===== config.mk =====
export PLATFORM = sky130hd
export DESIGN_NAME = rxd_ring_writer
export DESIGN_NICKNAME = d
export VERILOG_FILES = /design/src/rtl/rxd_pkg.sv /design/src/rtl/rxd_ring.sv /design/src/rtl/rxd_pack.sv /design/src/rtl/rxd_status_enc.sv /design/src/rtl/rxd_ring_writer.sv
export SDC_FILE = /design/constraint.sdc
export NUM_CORES = 1
export LEC_CHECK = 0
export BUFFER_PORTS_ARGS = -buffer_cell sky130_fd_sc_hd__buf_2
export CORE_UTILIZATION = 51
export DETAILED_ROUTE_END_ITERATION = 10
export PLACE_DENSITY_LB_ADDON = 0.05
export SYNTH_ARGS = -nofsm -noshare
export SYNTH_HDL_FRONTEND = slang
export SYNTH_SLANG_ARGS = --single-unit

===== constraint.sdc =====
create_clock -name clk -period 2.85 [get_ports clk]
set_input_delay 0.57 -clock clk [delete_from_list [all_inputs] [get_ports clk]]
set_output_delay 0.57 -clock clk [all_outputs]
set_load 0.01 [all_outputs]

===== src/rtl/rxd_pkg.sv =====
// Shared constants and types for the receive descriptor ring writer.
// Assumes 32-bit memory words and 4-word descriptors.
package rxd_pkg;
    localparam int OWN_BIT    = 31;
    localparam int EOR_BIT    = 28;
    localparam int BUF_ADDR_W = 25;
    localparam int LEN_LSB    = 16;
    localparam int LEN_W      = 11;
    localparam int PORT_LSB   = 12;
    localparam int DA_LSB     = 4;
    localparam int IPF_BIT    = 3;
    localparam int VLAN_BIT   = 2;
    localparam int OFS_BUF1   = 0;
    localparam int OFS_BLEN   = 2;
    localparam int OFS_STAT   = 3;
    localparam int DESC_WORDS = 4;

    typedef struct packed {
        logic [2:0] port;
        logic [1:0] da;
        logic       ipf;
        logic       vlan;
        logic [1:0] ptype;
    } rx_meta_t;

    typedef enum logic [3:0] {
        ST_IDLE, ST_RD0, ST_RD0W, ST_RD2, ST_RD2W, ST_RECV,
        ST_WDAT, ST_WSTAT, ST_WOWN, ST_DONE, ST_DROP
    } wr_state_t;
endpackage


===== src/rtl/rxd_ring.sv =====
// Ring pointer: holds the ring base and the current descriptor address.
// Steps by one descriptor, or returns to base when wrap is set.
// Assumes load is only asserted while the writer is idle.
module rxd_ring #(
    parameter int AW   = 12,
    parameter int STEP = 4
) (
    input  logic          clk,
    input  logic          rst_n,
    input  logic          load,
    input  logic [AW-1:0] load_addr,
    input  logic          step,
    input  logic          wrap,
    output logic [AW-1:0] cur
);
    logic [AW-1:0] base_q;

    // Base register and current pointer update.
    always_ff @(posedge clk) begin
        if (!rst_n) begin
            base_q <= '0;
            cur    <= '0;
        end else if (load) begin
            base_q <= load_addr;
            cur    <= load_addr;
        end else if (step) begin
            cur <= wrap ? base_q : cur + AW'(STEP);
        end
    end
endmodule


===== src/rtl/rxd_pack.sv =====
// Byte-to-word packer: places each pushed byte in the next lane.
// Lane 0 is the low byte. Clear empties the word and zeroes all lanes.
// Assumes push and clear never coincide.
module rxd_pack #(
    parameter int BYTES = 4,
    localparam int CW   = $clog2(BYTES + 1)
) (
    input  logic               clk,
    input  logic               rst_n,
    input  logic               clear,
    input  logic               push,
    input  logic [7:0]         din,
    output logic [8*BYTES-1:0] word,
    output logic [CW-1:0]      fill
);
    // Count of occupied lanes.
    always_ff @(posedge clk) begin
        if (!rst_n || clear) fill <= '0;
        else if (push)       fill <= fill + 1'b1;
    end

    for (genvar g = 0; g < BYTES; g++) begin : g_lane
        // One byte lane, loaded when it is the next free lane.
        always_ff @(posedge clk) begin
            if (!rst_n || clear)               word[8*g +: 8] <= '0;
            else if (push && fill == CW'(g))   word[8*g +: 8] <= din;
        end
    end
endmodule


===== src/rtl/rxd_status_enc.sv =====
// Packs stored length and frame metadata into the status word.
// Pure combinational; unused bits are zero.
module rxd_status_enc
    import rxd_pkg::*;
(
    input  logic [LEN_W-1:0] len,
    input  rx_meta_t         meta,
    output logic [31:0]      word
);
    // Field placement.
    always_comb begin
        word                    = '0;
        word[LEN_LSB +: LEN_W]  = len;
        word[PORT_LSB +: 3]     = meta.port;
        word[DA_LSB +: 2]       = meta.da;
        word[IPF_BIT]           = meta.ipf;
        word[VLAN_BIT]          = meta.vlan;
        word[1:0]               = meta.ptype;
    end
endmodule


===== src/rtl/rxd_ring_writer.sv =====
// Receive descriptor ring writer (top).
// Per frame it:
//   - reads descriptor word 0 (owner, end-of-ring, buffer address);
//   - reads word 2 (length limit), then packs and stores frame bytes;
//   - writes status to word 3, then releases word 0.
// A frame that meets a CPU-owned descriptor is dropped and flagged.
// Assumes buffer addresses are word aligned and AW+2 <= 25.
module rxd_ring_writer
    import rxd_pkg::*;
#(
    parameter int AW = 12
) (
    input  logic          clk,
    input  logic          rst_n,
    input  logic          base_wr,
    input  logic [AW-1:0] base_addr,
    input  logic          s_valid,
    output logic          s_ready,
    input  logic          s_sof,
    input  logic          s_eof,
    input  logic [7:0]    s_data,
    input  logic [2:0]    s_port,
    input  logic [1:0]    s_da_class,
    input  logic          s_ip_bad,
    input  logic          s_vlan,
    input  logic [1:0]    s_ptype,
    output logic          mem_req,
    input  logic          mem_gnt,
    output logic          mem_we,
    output logic [AW-1:0] mem_addr,
    output logic [31:0]   mem_wdata,
    input  logic [31:0]   mem_rdata,
    output logic          irq_done,
    output logic          irq_nodesc
);
    localparam int BYTES = 4;
    localparam int CW    = $clog2(BYTES + 1);
    localparam logic [CW-1:0] LAST_LANE = CW'(BYTES - 1);

    wr_state_t        state_q, state_d;
    logic [31:0]      d0_q;
    logic [LEN_W-1:0] blen_q, len_q;
    rx_meta_t         meta_q;
    logic [AW-1:0]    wptr_q;
    logic             last_q, nodesc_q;

    logic [AW-1:0]    ring_ptr;
    logic [31:0]      pack_word, stat_word;
    logic [CW-1:0]    fill;
    logic             xfer, byte_take, byte_store, pack_full;

    assign xfer       = mem_req & mem_gnt;
    assign byte_take  = (state_q == ST_RECV) && s_valid;
    assign byte_store = byte_take && (len_q < blen_q);
    assign pack_full  = byte_store && (fill == LAST_LANE);

    rxd_ring #(.AW(AW), .STEP(DESC_WORDS)) u_ring (
        .clk       (clk),
        .rst_n     (rst_n),
        .load      (base_wr && state_q == ST_IDLE),
        .load_addr (base_addr),
        .step      (state_q == ST_DONE),
        .wrap      (d0_q[EOR_BIT]),
        .cur       (ring_ptr)
    );

    rxd_pack #(.BYTES(BYTES)) u_pack (
        .clk   (clk),
        .rst_n (rst_n),
        .clear (state_q == ST_WDAT && xfer),
        .push  (byte_store),
        .din   (s_data),
        .word  (pack_word),
        .fill  (fill)
    );

    rxd_status_enc u_stat (
        .len  (len_q),
        .meta (meta_q),
        .word (stat_word)
    );

    // Next-state selection for the per-frame sequence.
    always_comb begin
        state_d = state_q;
        case (state_q)
            ST_IDLE:  if (s_valid && s_sof) state_d = ST_RD0;
            ST_RD0:   if (xfer) state_d = ST_RD0W;
            ST_RD0W:  state_d = mem_rdata[OWN_BIT] ? ST_RD2 : ST_DROP;
            ST_RD2:   if (xfer) state_d = ST_RD2W;
            ST_RD2W:  state_d = ST_RECV;
            ST_RECV: begin
                if (byte_take) begin
                    if (pack_full || (s_eof && (fill != '0 || byte_store)))
                        state_d = ST_WDAT;
                    else if (s_eof)
                        state_d = ST_WSTAT;
                end
            end
            ST_WDAT:  if (xfer) state_d = last_q ? ST_WSTAT : ST_RECV;
            ST_WSTAT: if (xfer) state_d = ST_WOWN;
            ST_WOWN:  if (xfer) state_d = ST_DONE;
            ST_DONE:  state_d = ST_IDLE;
            ST_DROP:  if (s_valid && s_eof) state_d = ST_IDLE;
            default:  state_d = ST_IDLE;
        endcase
    end

    // Memory request decode from the current state.
    always_comb begin
        mem_req   = 1'b0;
        mem_we    = 1'b0;
        mem_addr  = ring_ptr;
        mem_wdata = '0;
        case (state_q)
            ST_RD0: begin
                mem_req  = 1'b1;
                mem_addr = ring_ptr + AW'(OFS_BUF1);
            end
            ST_RD2: begin
                mem_req  = 1'b1;
                mem_addr = ring_ptr + AW'(OFS_BLEN);
            end
            ST_WDAT: begin
                mem_req   = 1'b1;
                mem_we    = 1'b1;
                mem_addr  = wptr_q;
                mem_wdata = pack_word;
            end
            ST_WSTAT: begin
                mem_req   = 1'b1;
                mem_we    = 1'b1;
                mem_addr  = ring_ptr + AW'(OFS_STAT);
                mem_wdata = stat_word;
            end
            ST_WOWN: begin
                mem_req   = 1'b1;
                mem_we    = 1'b1;
                mem_addr  = ring_ptr + AW'(OFS_BUF1);
                mem_wdata = d0_q & ~(32'h1 << OWN_BIT);
            end
            default: ;
        endcase
    end

    assign s_ready    = (state_q == ST_RECV) || (state_q == ST_DROP);
    assign irq_done   = (state_q == ST_DONE);
    assign irq_nodesc = nodesc_q;

    // State register.
    always_ff @(posedge clk) begin
        if (!rst_n) state_q <= ST_IDLE;
        else        state_q <= state_d;
    end

    // Descriptor word 0 capture.
    always_ff @(posedge clk) begin
        if (!rst_n)                  d0_q <= '0;
        else if (state_q == ST_RD0W) d0_q <= mem_rdata;
    end

    // Length limit, stored length and end-of-frame tracking.
    always_ff @(posedge clk) begin
        if (!rst_n) begin
            blen_q <= '0;
            len_q  <= '0;
            last_q <= 1'b0;
        end else if (state_q == ST_RD2W) begin
            blen_q <= mem_rdata[LEN_W-1:0];
            len_q  <= '0;
            last_q <= 1'b0;
        end else begin
            if (byte_store)           len_q  <= len_q + 1'b1;
            if (byte_take && s_eof)   last_q <= 1'b1;
        end
    end

    // Buffer word pointer.
    always_ff @(posedge clk) begin
        if (!rst_n)                          wptr_q <= '0;
        else if (state_q == ST_RD2W)         wptr_q <= d0_q[AW+1:2];
        else if (state_q == ST_WDAT && xfer) wptr_q <= wptr_q + 1'b1;
    end

    // Metadata captured with the start-of-frame byte.
    always_ff @(posedge clk) begin
        if (!rst_n) meta_q <= '0;
        else if (byte_take && s_sof)
            meta_q <= '{port: s_port, da: s_da_class, ipf: s_ip_bad,
                        vlan: s_vlan, ptype: s_ptype};
    end

    // No-descriptor pulse, one cycle after a CPU-owned word 0 is seen.
    always_ff @(posedge clk) begin
        if (!rst_n) nodesc_q <= 1'b0;
        else        nodesc_q <= (state_q == ST_RD0W) && !mem_rdata[OWN_BIT];
    end
endmodule


Word-level counts from Yosys, hierarchy flattened. Cells that the tools add are included.

Register bits after elaboration: 139. Logic and storage cells: 101. Output and inout bits: 49.

Reductions and logical operators: 29. Equal/unequal tests: 22. Multiplexer cells: 22. Bitwise logic cells: 2. Add/subtract/negate cells: 6. $lt $le $gt $ge: 1.

Operators with widths (count): $pmux W32 S3 (1); $mux W12 (5); $mux W4 (11); $pmux W4 S10 (1); $pmux W12 S3 (1); $add A12 B2 Y12 const B (2); $eq A4 B3 Y1 const B (4); $logic_and A1 B1 Y1 (14); $ne A2 B2 Y1 const B (7); $add A12 B1 Y12 const B (1); $add A12 B3 Y12 const B (1); $eq A4 B4 Y1 const B (3); $add A11 B1 Y11 const B (1); $lt A11 B11 Y1 (1); $reduce_and A9 Y1 (1); $eq A4 B2 Y1 const B (2); $eq A3 B2 Y1 const B (2); $reduce_or A5 Y1 (1); $eq A4 B1 Y1 const B (1); $logic_not A4 Y1 (1); $logic_or A1 B1 Y1 (4); $reduce_bool A2 Y1 (2); $add A3 B1 Y3 const B (1); $eq A3 B1 Y1 const B (1); other kinds (11) (13).

Longest topological paths before layout.
Depth in word-level cells: 9. Gate-level depth with buffers: 10. Depth with buffers taken out: 8.

Hierarchy. Synthesis repeated with hierarchy kept, for this count alone.

Cells, all modules: 961. Area total of the unflattened synthesis: 8030.2 um^2.

By module, submodules not included: rxd_ring_writer (area each 4911.0 um^2, cells each 633, times used 1); rxd_pack (area each 1611.5 um^2, cells each 150, times used 1); rxd_ring (area each 1263.7 um^2, cells each 145, times used 1); rxd_status_enc (area each 244.0 um^2, cells each 33, times used 1).

Worst setup path after synthesis. Ideal clock, no wire load.

Path type: register to output. Start point: register state_q[0]. End point: output port mem_wdata[0]. Required time: 2.280 ns. Path slack: 0.366 ns. Stages on the path, launching flop included: 6. Arrival: 1.914 ns. Buffers on the path: 3. Cells stage by stage: dfxtp_1 clkbuf_1 buf_1 buf_1 mux2i_1 o21ai_0.

Word-level cells in the longest chain between the ends: 2.

RTL lines: from (decl) (line rxd_ring_writer.sv:40) `wr_state_t state_q, state_d;`; from (signal assigned) (line rxd_ring_writer.sv:153) `else state_q <= state_d;`; $eq A4 B4 Y1 or $eq A4 B3 Y1 (tied branches) (line rxd_ring_writer.sv:115) `case (state_q)`; $pmux W32 S3 * (line rxd_ring_writer.sv:115); to (decl) (line rxd_ring_writer.sv:31) `output logic [31:0] mem_wdata,`.

Mark *: on every way between the ends. The rest lies on a longest branch, timed or not.

Worst setup path after layout.
Start point: register state_q[1]. End point: output port mem_addr[5].

Word-level cells in the longest chain between the ends: 2.

RTL lines: $eq A4 B3 Y1 or $eq A4 B2 Y1 (tied branches) (line rxd_ring_writer.sv:115); $pmux W12 S3 * (line rxd_ring_writer.sv:115); to (decl) (line rxd_ring_writer.sv:30) `output logic [AW-1:0] mem_addr,`.

Marks and branches as above.

==> reports/results.ini <==
[run_status]
status = finished, final reports clean

[sta]
slew_headroom = 0.303
setup_viol = 0
tns_ns = 0
finalHoldViolations = 0
rsz0062_at_grt = true
period_share = 0.956
fin_crit_ns = 2.72
tightest_slew_ns = 1.04
skew_ns = 0.00952
slew_violations = 0
max_freq_mhz = 367
whs_ns = 0.348

[synth]
ys_seq_area_frac = 0.376
synth_mux_area_frac = 0.0925
synthArstFlopShare = 0
yosysUniqueCellTypes = 61
ys_seq_elements = 139
synth_common_cells = nand2_1 (174), dfxtp_1 (139), nor2_1 (71), a21boi_0 (67), mux2i_1 (65)
synth_top_area_frac = 0.376
netlist_area_sq_um = 7400
yosysMostFrequentCell = nand2_1
synth_ff_type = dfxtp_1
syn-num-nets = 999
synth_xor_area_frac = 0.0201
synth_area_leader_cell = dfxtp_1
synth.yosys.warnings = 0
synth_cells = 910
synth_edf_count = 0
yosys.area_share.simple = 0.207
synthAdderAreaFrac = 0.0355
avgSynthCellArea_sq_um = 8.13
synth_compound_area_frac = 0.218
yosys-top-cells-area = dfxtp_1 (38%), nand2_1 (8.8%), mux2i_1 (8.8%)
synth_top_family_by_area = compound AO/OA/AOI/OAI gates

[layout]
multi_input_area_sq_um = 4290
syn_to_final_growth_pct = 21.0
antenna_cells = 0
drive_gt1_frac = 0.213
fillers = 1274
final_area_sq_um = 8950
fin_nets = 1114
utilization = 0.637
seq_area_sq_um = 2800
final_cells = 1218

[drt]
vias = 6920
drt-vias-per-instance = 5.68
drc = 0
drt_iter0_markers = 432
totalWireLength_mm = 21.4
postRouteAntennaNets = 0
firstDrtPassIters = 5
wire_per_inst_microns = 17.6

[floorplanning]
start_util = 0.527
coreArea_sq_um = 14000
io_pins = 117
fp-row-count = 43
dieHeight_microns = 122
die_w_microns = 122
die_area_sq_um = 15000

[cts]
numClockSinks = 139
path_clk_slew_ns = 0.06
hold_buffers = 0
cts_root_buffer = clkbuf_16
clockBufferDepth = 2
htreeDepth = 4
insertion_delay_ns = 0.43
cts_tree = built
numCtsBuffers = 17

[global_routing]
grt_max_degree = 36
grt_pass1_vias = 6436
antenna_found_initial = 0
grt_pass1_wl_mm = 33.4
grt_usage = 0.294
overflow = 0

[pwr]
p_seq_frac = 0.389
netSwitchingFraction = 0.331
peakVddDrop_v = 0.000432
power_frac_clock = 0.379
p_sw_w = 0.00197
p_int_w = 0.00400
power_leakage_nw = 3.45
cellPowerDensity_nw_per_um2 = 667
power_frac_comb = 0.232

[placed_design]
place_congestion = 0.925
placed_cells = 1184
io_buffer_count = 116
dp_hpwl_mm = 15.5
placed_area_sq_um = 8290

[setup_path]
startpoint_type = flop
path_class = reg -> out
cp_max_fo = 13
required_ns = 2.28
crit_path_end_kind = output port
cp.arrival_ns = 2.15

[hold_path]
hold_path_class = in -> reg

[run]
drv_cap = 0

[stage by stage]
step | setup WS (ns) | total power [W]
2_1_floorplan | 0.366 | 0.00320
3_3_place_gp | 0.311 | 0.00370
3_5_place_dp | 0.283 | 0.00370
4_1_cts | 0.0430 | 0.00595
5_1_grt | -0.0153 | 0.00624
6_report | 0.126 | 0.00597
[area by class of cell]
class,count,area share
clock buffers,19,0.0495
clock inverters,13,0.0175
inverters,32,0.0134
multi-input cells,675,0.480
flip-flops and latches,139,0.313
well taps,180,0.0252
repair buffers,160,0.102
[sequential cells by signal (all words and copies together) (netlist names)]
signal	flops
meta_q	9
state_q	4
d0_q	31
u_pack.fill	3
len_q	11
u_ring.cur	12
wptr_q	12
blen_q	11
last_q	1
irq_nodesc	1
u_ring.base_q	12
u_pack.word	32
[cells in the final DEF (no fill, tap or decap), drive strengths merged, types with 5 or more instances in the layout]
cell type and instances:
and3 14, a221o 6, buf 160, xor2 5, xnor2 12, a22o 11, nor2 71, mux2i 65
ha 21, dfxtp 139, a21boi 67, a211oi 9, and2 10, o21ai 50, nor3 9, clkbuf 19
nand2 174, a21oi 33, nor2b 19, nand4 8, inv 38, nand3 21
[critical path: stages (launching register included)]
cell      delay [ns]
dfxtp_4         0.40
nor4bb_2        0.28
buf_4           0.19
and3_1          0.21
nand2_1         0.08
nand3_1         0.08
o21ai_0         0.07
a221o_1         0.27
buf_2           0.14
[power groups by stage]
stage	logic (W)	registers (W)	clock network (W)
3_3_place_gp	0.00136	0.00234	0
4_1_cts	0.00137	0.00231	0.00228
6_report	0.00139	0.00232	0.00226
2_1_floorplan	0.000960	0.00224	0
3_5_place_dp	0.00136	0.00234	0
5_1_grt	0.00153	0.00234	0.00237
[path summary, 6_finish.rpt]
path / start / endpoint / slack (ns) / cells past startpoint
worst min-delay path: mem_rdata[31] / irq_nodesc$_SDFF_PN0_ / 0.35 / 2
worst max register to register: len_q[2]$_SDFFE_PP0P_ / len_q[9]$_SDFFE_PP0P_ / 0.25 / 8
worst min register to register: d0_q[15]$_SDFFE_PN0N_ / d0_q[15]$_SDFFE_PN0N_ / 0.46 / 2
worst max-delay path: state_q[1]$_SDFFE_PN0P_ / mem_addr[5] / 0.13 / 8
[metal layers]
metal / vias to the layer above / track usage / part of all wire
met4: 0 / 0.106 / 0.025
met2: 201 / 0.493 / 0.48
met5: - / 0 / 0
li1: 3402 / - / -
met1: 3278 / 0.363 / 0.45
met3: 39 / 0.0739 / 0.049
[cells by family after synthesis]
group / Yosys count
multiplexers: 68
buffers and inverters: 96
AO/OA/AOI/OAI: 225
AND/OR/NAND/NOR: 344
adder cells (fa/ha/maj): 21
flip-flops: 139
XOR/XNOR: 17
[timing repair]
action                                 in CTS  in global routing
setup buffers                               0                  2
setup endpoints to repair                   7                 20
gates resized for setup                     2                 19
endpoints found under the hold margin       0                  0
cloned                                      0                  0
Note: power is estimated with default switching activity, not from simulation.
